**src/rtl/gs_pkg.sv**
```systemverilog
package gs_pkg;
  typedef enum logic [1:0] {
    ST_IDLE   = 2'd0,
    ST_EXPOSE = 2'd1,
    ST_STROBE = 2'd2,
    ST_STALL  = 2'd3
  } seqState_t;

  typedef struct packed {
    logic load;
    logic expTick;
    logic frameEnd;
  } ctrlStrobes_t;
endpackage

```
**src/rtl/gs_datapath.sv**
```systemverilog
module gs_datapath
  import gs_pkg::*;
#(
  parameter int CODE_W = 10,
  parameter int SET_W = 8,
  parameter int GPS_W = 8,
  parameter int EXP_W = 12,
  parameter int FRAMES_PER_IMAGE = 255,
  parameter int WINDOW_CYCLES = 20
) (
  input  logic              clk,
  input  logic              rstN,
  input  ctrlStrobes_t      strobes,
  input  logic              previewMode,
  input  logic [CODE_W-1:0] cfgOffset,
  input  logic [SET_W-1:0]  cfgSets,
  input  logic [GPS_W-1:0]  cfgGatesPerSet,
  input  logic [EXP_W-1:0]  cfgExposure,
  input  logic              cfgExtended,
  output logic              expDone,
  output logic              gateLast,
  output logic              runLast,
  output logic [CODE_W-1:0] delayCode,
  output logic              codeError
);
  localparam int IDX_W = SET_W + GPS_W;
  localparam int FR_W = $clog2(FRAMES_PER_IMAGE + 1);
  localparam int SUM_W = ((CODE_W > IDX_W) ? CODE_W : IDX_W) + 1;
  localparam logic [CODE_W-1:0] CODE_MAX = {CODE_W{1'b1}};
  localparam logic [FR_W-1:0] FRAME_LAST = FR_W'(FRAMES_PER_IMAGE - 1);

  logic [EXP_W-1:0]  effExp;
  logic              effExt;
  logic [IDX_W-1:0]  totalM1;
  logic [CODE_W-1:0] offsetQ;
  logic [EXP_W-1:0]  winCnt;
  logic [FR_W-1:0]   frameCnt;
  logic [1:0]        passCnt;
  logic [IDX_W-1:0]  gateIdx;
  logic              windowEnd;
  logic              lastWin;
  logic              frameLast;
  logic              passLast;

  logic [SET_W-1:0]  loadSets;
  logic [GPS_W-1:0]  loadGps;
  logic [IDX_W-1:0]  loadTotal;
  logic [SUM_W-1:0]  sumNext;

  // Apply the preview and zero-means-one rules to the configuration at start.
  always_comb begin
    if (previewMode) loadSets = SET_W'(1);
    else if (cfgSets == '0) loadSets = SET_W'(1);
    else loadSets = cfgSets;
    loadGps = (cfgGatesPerSet == '0) ? GPS_W'(1) : cfgGatesPerSet;
    loadTotal = IDX_W'(loadSets) * IDX_W'(loadGps);
  end

  // Window cycle counter; none is built when one window is a single cycle.
  generate
    if (WINDOW_CYCLES == 1) begin : g_noCycCnt
      assign windowEnd = 1'b1;
    end else begin : g_cycCnt
      localparam int CYC_W = $clog2(WINDOW_CYCLES);
      logic [CYC_W-1:0] cycCnt;
      always_ff @(posedge clk or negedge rstN) begin
        if (!rstN) cycCnt <= '0;
        else if (strobes.load) cycCnt <= '0;
        else if (strobes.expTick) begin
          if (cycCnt == CYC_W'(WINDOW_CYCLES - 1)) cycCnt <= '0;
          else cycCnt <= cycCnt + 1'b1;
        end
      end
      assign windowEnd = (cycCnt == CYC_W'(WINDOW_CYCLES - 1));
    end
  endgenerate

  assign lastWin   = (winCnt == effExp - 1'b1);
  assign expDone   = windowEnd && lastWin;
  assign frameLast = (frameCnt == FRAME_LAST);
  assign passLast  = (passCnt == (effExt ? 2'd3 : 2'd0));
  assign gateLast  = frameLast && passLast;
  assign runLast   = gateLast && (gateIdx == totalM1);
  assign sumNext   = SUM_W'(offsetQ) + SUM_W'(gateIdx) + SUM_W'(1);

  always_ff @(posedge clk or negedge rstN) begin
    if (!rstN) begin
      effExp    <= EXP_W'(1);
      effExt    <= 1'b0;
      totalM1   <= '0;
      offsetQ   <= '0;
      winCnt    <= '0;
      frameCnt  <= '0;
      passCnt   <= '0;
      gateIdx   <= '0;
      delayCode <= '0;
      codeError <= 1'b0;
    end else if (strobes.load) begin
      effExp    <= (cfgExposure == '0) ? EXP_W'(1) : cfgExposure;
      effExt    <= cfgExtended && !previewMode;
      totalM1   <= loadTotal - 1'b1;
      offsetQ   <= cfgOffset;
      winCnt    <= '0;
      frameCnt  <= '0;
      passCnt   <= '0;
      gateIdx   <= '0;
      delayCode <= cfgOffset;
      codeError <= 1'b0;
    end else begin
      if (strobes.expTick && windowEnd) begin
        winCnt <= lastWin ? '0 : winCnt + 1'b1;
      end
      if (strobes.frameEnd) begin
        frameCnt <= frameLast ? '0 : frameCnt + 1'b1;
        if (frameLast) passCnt <= passLast ? 2'd0 : passCnt + 1'b1;
        if (gateLast && !runLast) begin
          gateIdx <= gateIdx + 1'b1;
          if (sumNext > SUM_W'(CODE_MAX)) begin
            delayCode <= CODE_MAX;
            codeError <= 1'b1;
          end else begin
            delayCode <= CODE_W'(sumNext);
          end
        end
      end
    end
  end


  err_rise_on_frame_chk: assert property (@(posedge clk) disable iff (!rstN)
    $rose(codeError) |-> $past(strobes.frameEnd));


  code_hold_in_exposure_chk: assert property (@(posedge clk) disable iff (!rstN)
    (strobes.expTick && $past(strobes.expTick)) |-> $stable(delayCode));
endmodule

```
**src/rtl/gs_ctrl.sv**
```systemverilog
module gs_ctrl
  import gs_pkg::*;
(
  input  logic         clk,
  input  logic         rstN,
  input  logic         startCmd,
  input  logic         abortCmd,
  input  logic         bufReady,
  input  logic         expDone,
  input  logic         gateLast,
  input  logic         runLast,
  output ctrlStrobes_t strobes,
  output logic         exposureEn,
  output logic         frameStrobe,
  output logic         gateDone,
  output logic         busy,
  output logic         runDone
);
  seqState_t state, stateNext;

  always_comb begin
    stateNext = state;
    unique case (state)
      ST_IDLE:   if (startCmd) stateNext = ST_EXPOSE;
      ST_EXPOSE: if (expDone) stateNext = ST_STROBE;
      ST_STROBE: begin
        if (runLast) stateNext = ST_IDLE;
        else if (bufReady) stateNext = ST_EXPOSE;
        else stateNext = ST_STALL;
      end
      ST_STALL:  if (bufReady) stateNext = ST_EXPOSE;
      default:   stateNext = ST_IDLE;
    endcase
    if (abortCmd) stateNext = ST_IDLE;
  end

  always_ff @(posedge clk or negedge rstN) begin
    if (!rstN) begin
      state   <= ST_IDLE;
      runDone <= 1'b0;
    end else begin
      state   <= stateNext;
      runDone <= (state == ST_STROBE) && runLast && !abortCmd;
    end
  end

  always_comb begin
    strobes.load     = (state == ST_IDLE) && startCmd && !abortCmd;
    strobes.expTick  = (state == ST_EXPOSE);
    strobes.frameEnd = (state == ST_STROBE);
  end

  assign exposureEn  = (state == ST_EXPOSE);
  assign frameStrobe = (state == ST_STROBE);
  assign gateDone    = (state == ST_STROBE) && gateLast;
  assign busy        = (state != ST_IDLE);


  strobe_single_chk: assert property (@(posedge clk) disable iff (!rstN)
    frameStrobe |=> !frameStrobe);


  gate_done_with_strobe_chk: assert property (@(posedge clk) disable iff (!rstN)
    gateDone |-> frameStrobe);


  abort_idle_chk: assert property (@(posedge clk) disable iff (!rstN)
    abortCmd |=> (!busy && !runDone));


  run_done_idle_chk: assert property (@(posedge clk) disable iff (!rstN)
    runDone |-> (!busy && $past(frameStrobe)));


  stall_hold_chk: assert property (@(posedge clk) disable iff (!rstN)
    (frameStrobe && !bufReady) |=> !exposureEn);


  expose_only_busy_chk: assert property (@(posedge clk) disable iff (!rstN)
    exposureEn |-> busy);
endmodule

```
**src/rtl/gate_sweep_seq.sv**
```systemverilog
module gate_sweep_seq
  import gs_pkg::*;
#(
  parameter int CODE_W = 10,
  parameter int SET_W = 8,
  parameter int GPS_W = 8,
  parameter int EXP_W = 12,
  parameter int FRAMES_PER_IMAGE = 255,
  parameter int WINDOW_CYCLES = 20
) (
  input  logic              clk,
  input  logic              rstN,
  input  logic              startCmd,
  input  logic              abortCmd,
  input  logic              previewMode,
  input  logic [CODE_W-1:0] cfgOffset,
  input  logic [SET_W-1:0]  cfgSets,
  input  logic [GPS_W-1:0]  cfgGatesPerSet,
  input  logic [EXP_W-1:0]  cfgExposure,
  input  logic              cfgExtended,
  input  logic              bufReady,
  output logic [CODE_W-1:0] delayCode,
  output logic              exposureEn,
  output logic              frameStrobe,
  output logic              gateDone,
  output logic              busy,
  output logic              runDone,
  output logic              codeError
);
  ctrlStrobes_t strobes;
  logic expDone, gateLast, runLast;

  gs_ctrl ctrl_i (
    .clk(clk), .rstN(rstN), .startCmd(startCmd), .abortCmd(abortCmd),
    .bufReady(bufReady), .expDone(expDone), .gateLast(gateLast),
    .runLast(runLast), .strobes(strobes), .exposureEn(exposureEn),
    .frameStrobe(frameStrobe), .gateDone(gateDone), .busy(busy),
    .runDone(runDone)
  );

  gs_datapath #(
    .CODE_W(CODE_W), .SET_W(SET_W), .GPS_W(GPS_W), .EXP_W(EXP_W),
    .FRAMES_PER_IMAGE(FRAMES_PER_IMAGE), .WINDOW_CYCLES(WINDOW_CYCLES)
  ) dp_i (
    .clk(clk), .rstN(rstN), .strobes(strobes), .previewMode(previewMode),
    .cfgOffset(cfgOffset), .cfgSets(cfgSets), .cfgGatesPerSet(cfgGatesPerSet),
    .cfgExposure(cfgExposure), .cfgExtended(cfgExtended), .expDone(expDone),
    .gateLast(gateLast), .runLast(runLast), .delayCode(delayCode),
    .codeError(codeError)
  );
endmodule

```
**config.mk**
```make
export PLATFORM = sky130hd
export DESIGN_NAME = gate_sweep_seq
export DESIGN_NICKNAME = d
export VERILOG_FILES = /design/src/rtl/gs_pkg.sv /design/src/rtl/gs_datapath.sv /design/src/rtl/gs_ctrl.sv /design/src/rtl/gate_sweep_seq.sv
export SDC_FILE = /design/constraint.sdc
export NUM_CORES = 1
export LEC_CHECK = 0
export ABC_AREA = 0
export CORE_MARGIN = 3
export CORE_UTILIZATION = 65
export CTS_BUF_LIST = sky130_fd_sc_hd__clkbuf_4 sky130_fd_sc_hd__clkbuf_8
export DETAILED_ROUTE_END_ITERATION = 8
export PLACE_DENSITY_LB_ADDON = 0.3
export SETUP_SLACK_MARGIN = 0.1
export SLEW_MARGIN = 20
export SYNTH_ARGS = -nofsm -noshare
export SYNTH_HDL_FRONTEND = slang
export SYNTH_SLANG_ARGS = --single-unit
```
**constraint.sdc**
```tcl
create_clock -name clk -period 5.6 [get_ports clk]
set_input_delay 1.12 -clock clk [delete_from_list [all_inputs] [get_ports clk]]
set_output_delay 1.12 -clock clk [all_outputs]
set_load 0.005 [all_outputs]
```
==> out/qor.yml, run 1 <==
floorplan:
  core_um2: 11660
  placementRows: 39
  die_w_um: 116.4
  initial_utilization_pct: 67.88
  io_pins: 61
  dieArea_um2: 13540
  die_y_um: 116.4
cells_and_area:
  antenna_cells: 0
  drive_gt1_share_pct: 9.990
  syn_to_final_growth_pct: 15.74
  nets: 1142
timing:
  fin_hold_ws_ns: 0.4920
  drv_slew: 0
  hold_viol: 0
  worst_pin_slew_ns: 0.7415
  fin_crit_ns: 5.469
  finalSetupViolations: 0
  period_share_pct: 97.67
  clock_skew_ns: 0.01253
  setup_ws_ns: 0.1306
  relSlewSlack_pct: 50.51
  rsz0062_at_grt: "yes"
  setup-tns-final_ns: 0
  timing.fmax_mhz: 182.8
setup_path:
  crit_chain: "clkdlybuf4s50_1 -> nor4_2 -> a211o_1 -> buf_4 -> buf_4 -> and2_1 -> ha_2 -> fa_1 -> fa_1 -> inv_1 -> fa_1 -> inv_1 -> ha_1 -> or3_4 -> o2111ai_4 -> nand3_2 -> o211ai_1 -> xor2_1 -> o21ai_1"
  crit_fanout: 5
  critical_path_class: "in2reg"
  critPathMaxStageDelay_ns: 0.54
  crit_path_top_delay_cell: "fa_1"
  cp.required_ns: 5.84
  rrSetupSlack_ns: 2.60
  reg2reg_to: "dp_i.delayCode[8]"
  rr_worst_depth: 10
  worstSetupEndpointType: "flop"
  r2r-start: "dp_i.gateIdx[0]"
  crit_top_cell: "fa_1"
  critPathLaunchType: "input pin"
  worst_ep_arrival_time_ns: 5.71
global_routing:
  gr-usage-all-layers_pct: 27.26
  antenna_found_initial: 0
  grt_pass1_wl_um: 29760
  grt_max_degree: 54
  globalRouteOverflowTotal: 0
  grt_pass1_vias: 6495
route:
  vias: 6833
  drt_iter0_markers: 524
  routed_via_density: 5.973
  wl_per_cell_um: 16.10
  wl_um: 18420
  drtAntennaViolNets: 0
  drc: 0
  first_pass_iters: 5
pwr:
  power.leakage_nw: 4.430
  power_density_nw_per_um2: 351.2
  p_switching_mw: 1.367
  p_total_mw: 3.218
  ir_drop_uv: 237.8
  clock_power_share_pct: 13.8
  power.internal_mw: 1.851
  p_sw_share_pct: 42.47
  combPwrFrac_pct: 52.9
  seqPwrFrac_pct: 33.3
clocking:
  clk_latency_ns: 0.39
  root_buffer: "clkbuf_8"
  clock_sinks: 96
  h-tree-depth: 3
  cts_made_buffers: 9
  cts_hold_buffers: 0
  cts_tree: "yes"
  clk_path_buf_depth: 2
  clkTransAtPathRegs_ns: 0.10
yosys:
  synth-seq-cells: 96
  synth_area_leaders: "dfrtp_1, fa_1, ha_1"
  synth_edf_count: 0
  netlist_area_um2: 7916
  avgSynthCellArea_um2: 8.577
  yosysUniqueCellTypes: 63
  synth_cells: 923
  syn_nets: 1069
  synth-async-reset-ratio_pct: 100.0
  yosysTopAreaCell: "dfrtp_1"
  synth_top_area_share_pct: 30.03
  ys_warn_count: 0
  synth_ff_type: "dfrtp_1"
  synth-seq-area-share_pct: 30.36
place:
  gp_congestion: 0.9007
  place_ws_ns: -0.4632
  port_buffers: 60
  hpwl_um: 13140
worst_hold_path:
  hold_path.class: "reg2reg"
  holdCritStartpoint: "dp_i.offsetQ[8]"
  hold_end: "dp_i.offsetQ[8]"
  hold_depth: 2
run_status:
  status: "finished clean"
flow_run:
  drv_cap: 0
-- routing by layer --
layer | GRT usage, % | wire [um]
met1 | 35.83 | 7708
met2 | 47.10 | 9459
met3 | 4.767 | 939
met4 | 6.651 | 315
met5 | 0 | 0
-- repair_timing --
action	CTS	global route
resized for setup	6	29
buffers inserted	1	1
gates cloned	0	0
endpoints found under the setup margin	6	7
pin swaps	8	15
endpoints found under the hold margin	0	0
-- power by group through the flow --
stage | combinational [mW] | clock [mW] | sequential (mW)
finish | 1.70 | 0.445 | 1.07
global route | 1.90 | 0.483 | 1.10
CTS | 1.59 | 0.452 | 1.07
detailed placement | 1.57 | 0 | 1.08
global placement | 1.50 | 0 | 1.07
floorplan | 1.13 | 0 | 1.02
-- cell usage in the layout (no fill, tap or decap), drive strengths merged, types with 23 or more instances in the layout --
cell,n
fa,42
buf,40
dfrtp,95
nand3,23
ha,59
inv,92
nor2,48
and2,29
or3,25
xnor2,30
clkdlybuf4s50,50
nand2,153
a21oi,42
xor2,40
o21ai,47
-- per-stage QoR --
stage                     util, %  instances  cell area, um2
final                       78.56       1144            9163
after global routing        78.56       1144            9163
after CTS                   77.40       1143            9026
after detailed placement    75.71       1126            8830
after global placement      75.71       1126            8830
after floorplan                 -        923            7916
-- state kept, by name (all words and copies together), names as in the netlist, 2 cells and up --
register and flops:
ctrl_i.state 2, dp_i.delayCode 10, dp_i.effExp 12, dp_i.frameCnt 8, dp_i.g_cycCnt.cycCnt 5, dp_i.gateIdx 16, dp_i.offsetQ 10, dp_i.passCnt 2
dp_i.totalM1 16, dp_i.winCnt 12
-- area by class of cell --
| class | count | area (um2) |
|---|---|---|
| clock inverters | 7 | 62.56 |
| inverters | 88 | 330.3 |
| flip-flops and latches | 96 | 2404 |
| fillers | 797 | 2500 |
| well taps | 143 | 178.9 |
| clock buffers | 9 | 123.9 |
| multi-input cells | 702 | 5161 |
| repair buffers | 99 | 902.1 |
-- cell families (layout without fill, tap and decap cells) --
| group | Yosys count | after routing | share of synthesized area (%) |
|---|---|---|---|
| AO/OA/AOI/OAI | 144 | 144 | 11.36 |
| XOR/XNOR | 70 | 70 | 7.745 |
| adder cells (fa/ha/maj) | 101 | 101 | 19.95 |
| buffers and inverters | 125 | 203 | 6.038 |
| flip-flops | 96 | 96 | 30.36 |
| multiplexers | 7 | 7 | 0.9167 |
| AND/OR/NAND/NOR | 380 | 380 | 23.63 |
-- worst max path at each step --
| stage | cells past startpoint | endpoint | startpoint | slack (ns) |
|---|---|---|---|---|
| 2_1_floorplan | 18 | dp_i.totalM1[15] | cfgGatesPerSet[1] | 0.23 |
| 3_3_place_gp | 18 | dp_i.totalM1[14] | cfgGatesPerSet[1] | -0.31 |
| 3_5_place_dp | 18 | dp_i.totalM1[13] | cfgGatesPerSet[1] | -0.46 |
| 4_1_cts | 17 | dp_i.totalM1[13] | cfgSets[4] | 0.11 |
| 5_1_grt | 19 | dp_i.totalM1[13] | cfgSets[3] | -0.04 |
| 6_report | 19 | dp_i.totalM1[13] | cfgSets[1] | 0.13 |
-- critical path, delay by kind of cell --
kind / cells / cell delay, ns
compound gates: 4 / 0.85
xor+xnor: 1 / 0.18
fa+ha+maj: 5 / 1.92
buf+inv: 5 / 0.87
simple gates: 4 / 0.76
-- Yosys cell counts (all sizes together) (6+ instances only) --
library cell / number
nand2: 153
nand3: 23
or3: 25
clkbuf: 32
inv: 88
nand4: 10
o211ai: 6
ha: 59
nor2b: 12
a21o: 7
fa: 42
nor2: 48
a21oi: 42
a31oi: 8
and3: 11
nor3: 18
nor4: 17
xor2: 40
dfrtp: 95
nand2b: 9
and2: 29
xnor2: 30
o21ai: 47
Note: power is estimated with default switching activity, not from simulation.
==> run 2: changes to the inputs <==
==> constraint.sdc (replaced) <==
create_clock -name clk -period 5.6 [get_ports clk]
set_input_delay 1.12 -clock clk [delete_from_list [all_inputs] [get_ports clk]]
set_output_delay 1.12 -clock clk [all_outputs]
set_load 0.05 [all_outputs]
==> results of run 2 <==
Same layout as run 1 (identical final DEF). Status: finished clean.
Among the figures that moved: total power 3.218 mW -> 3.356 mW
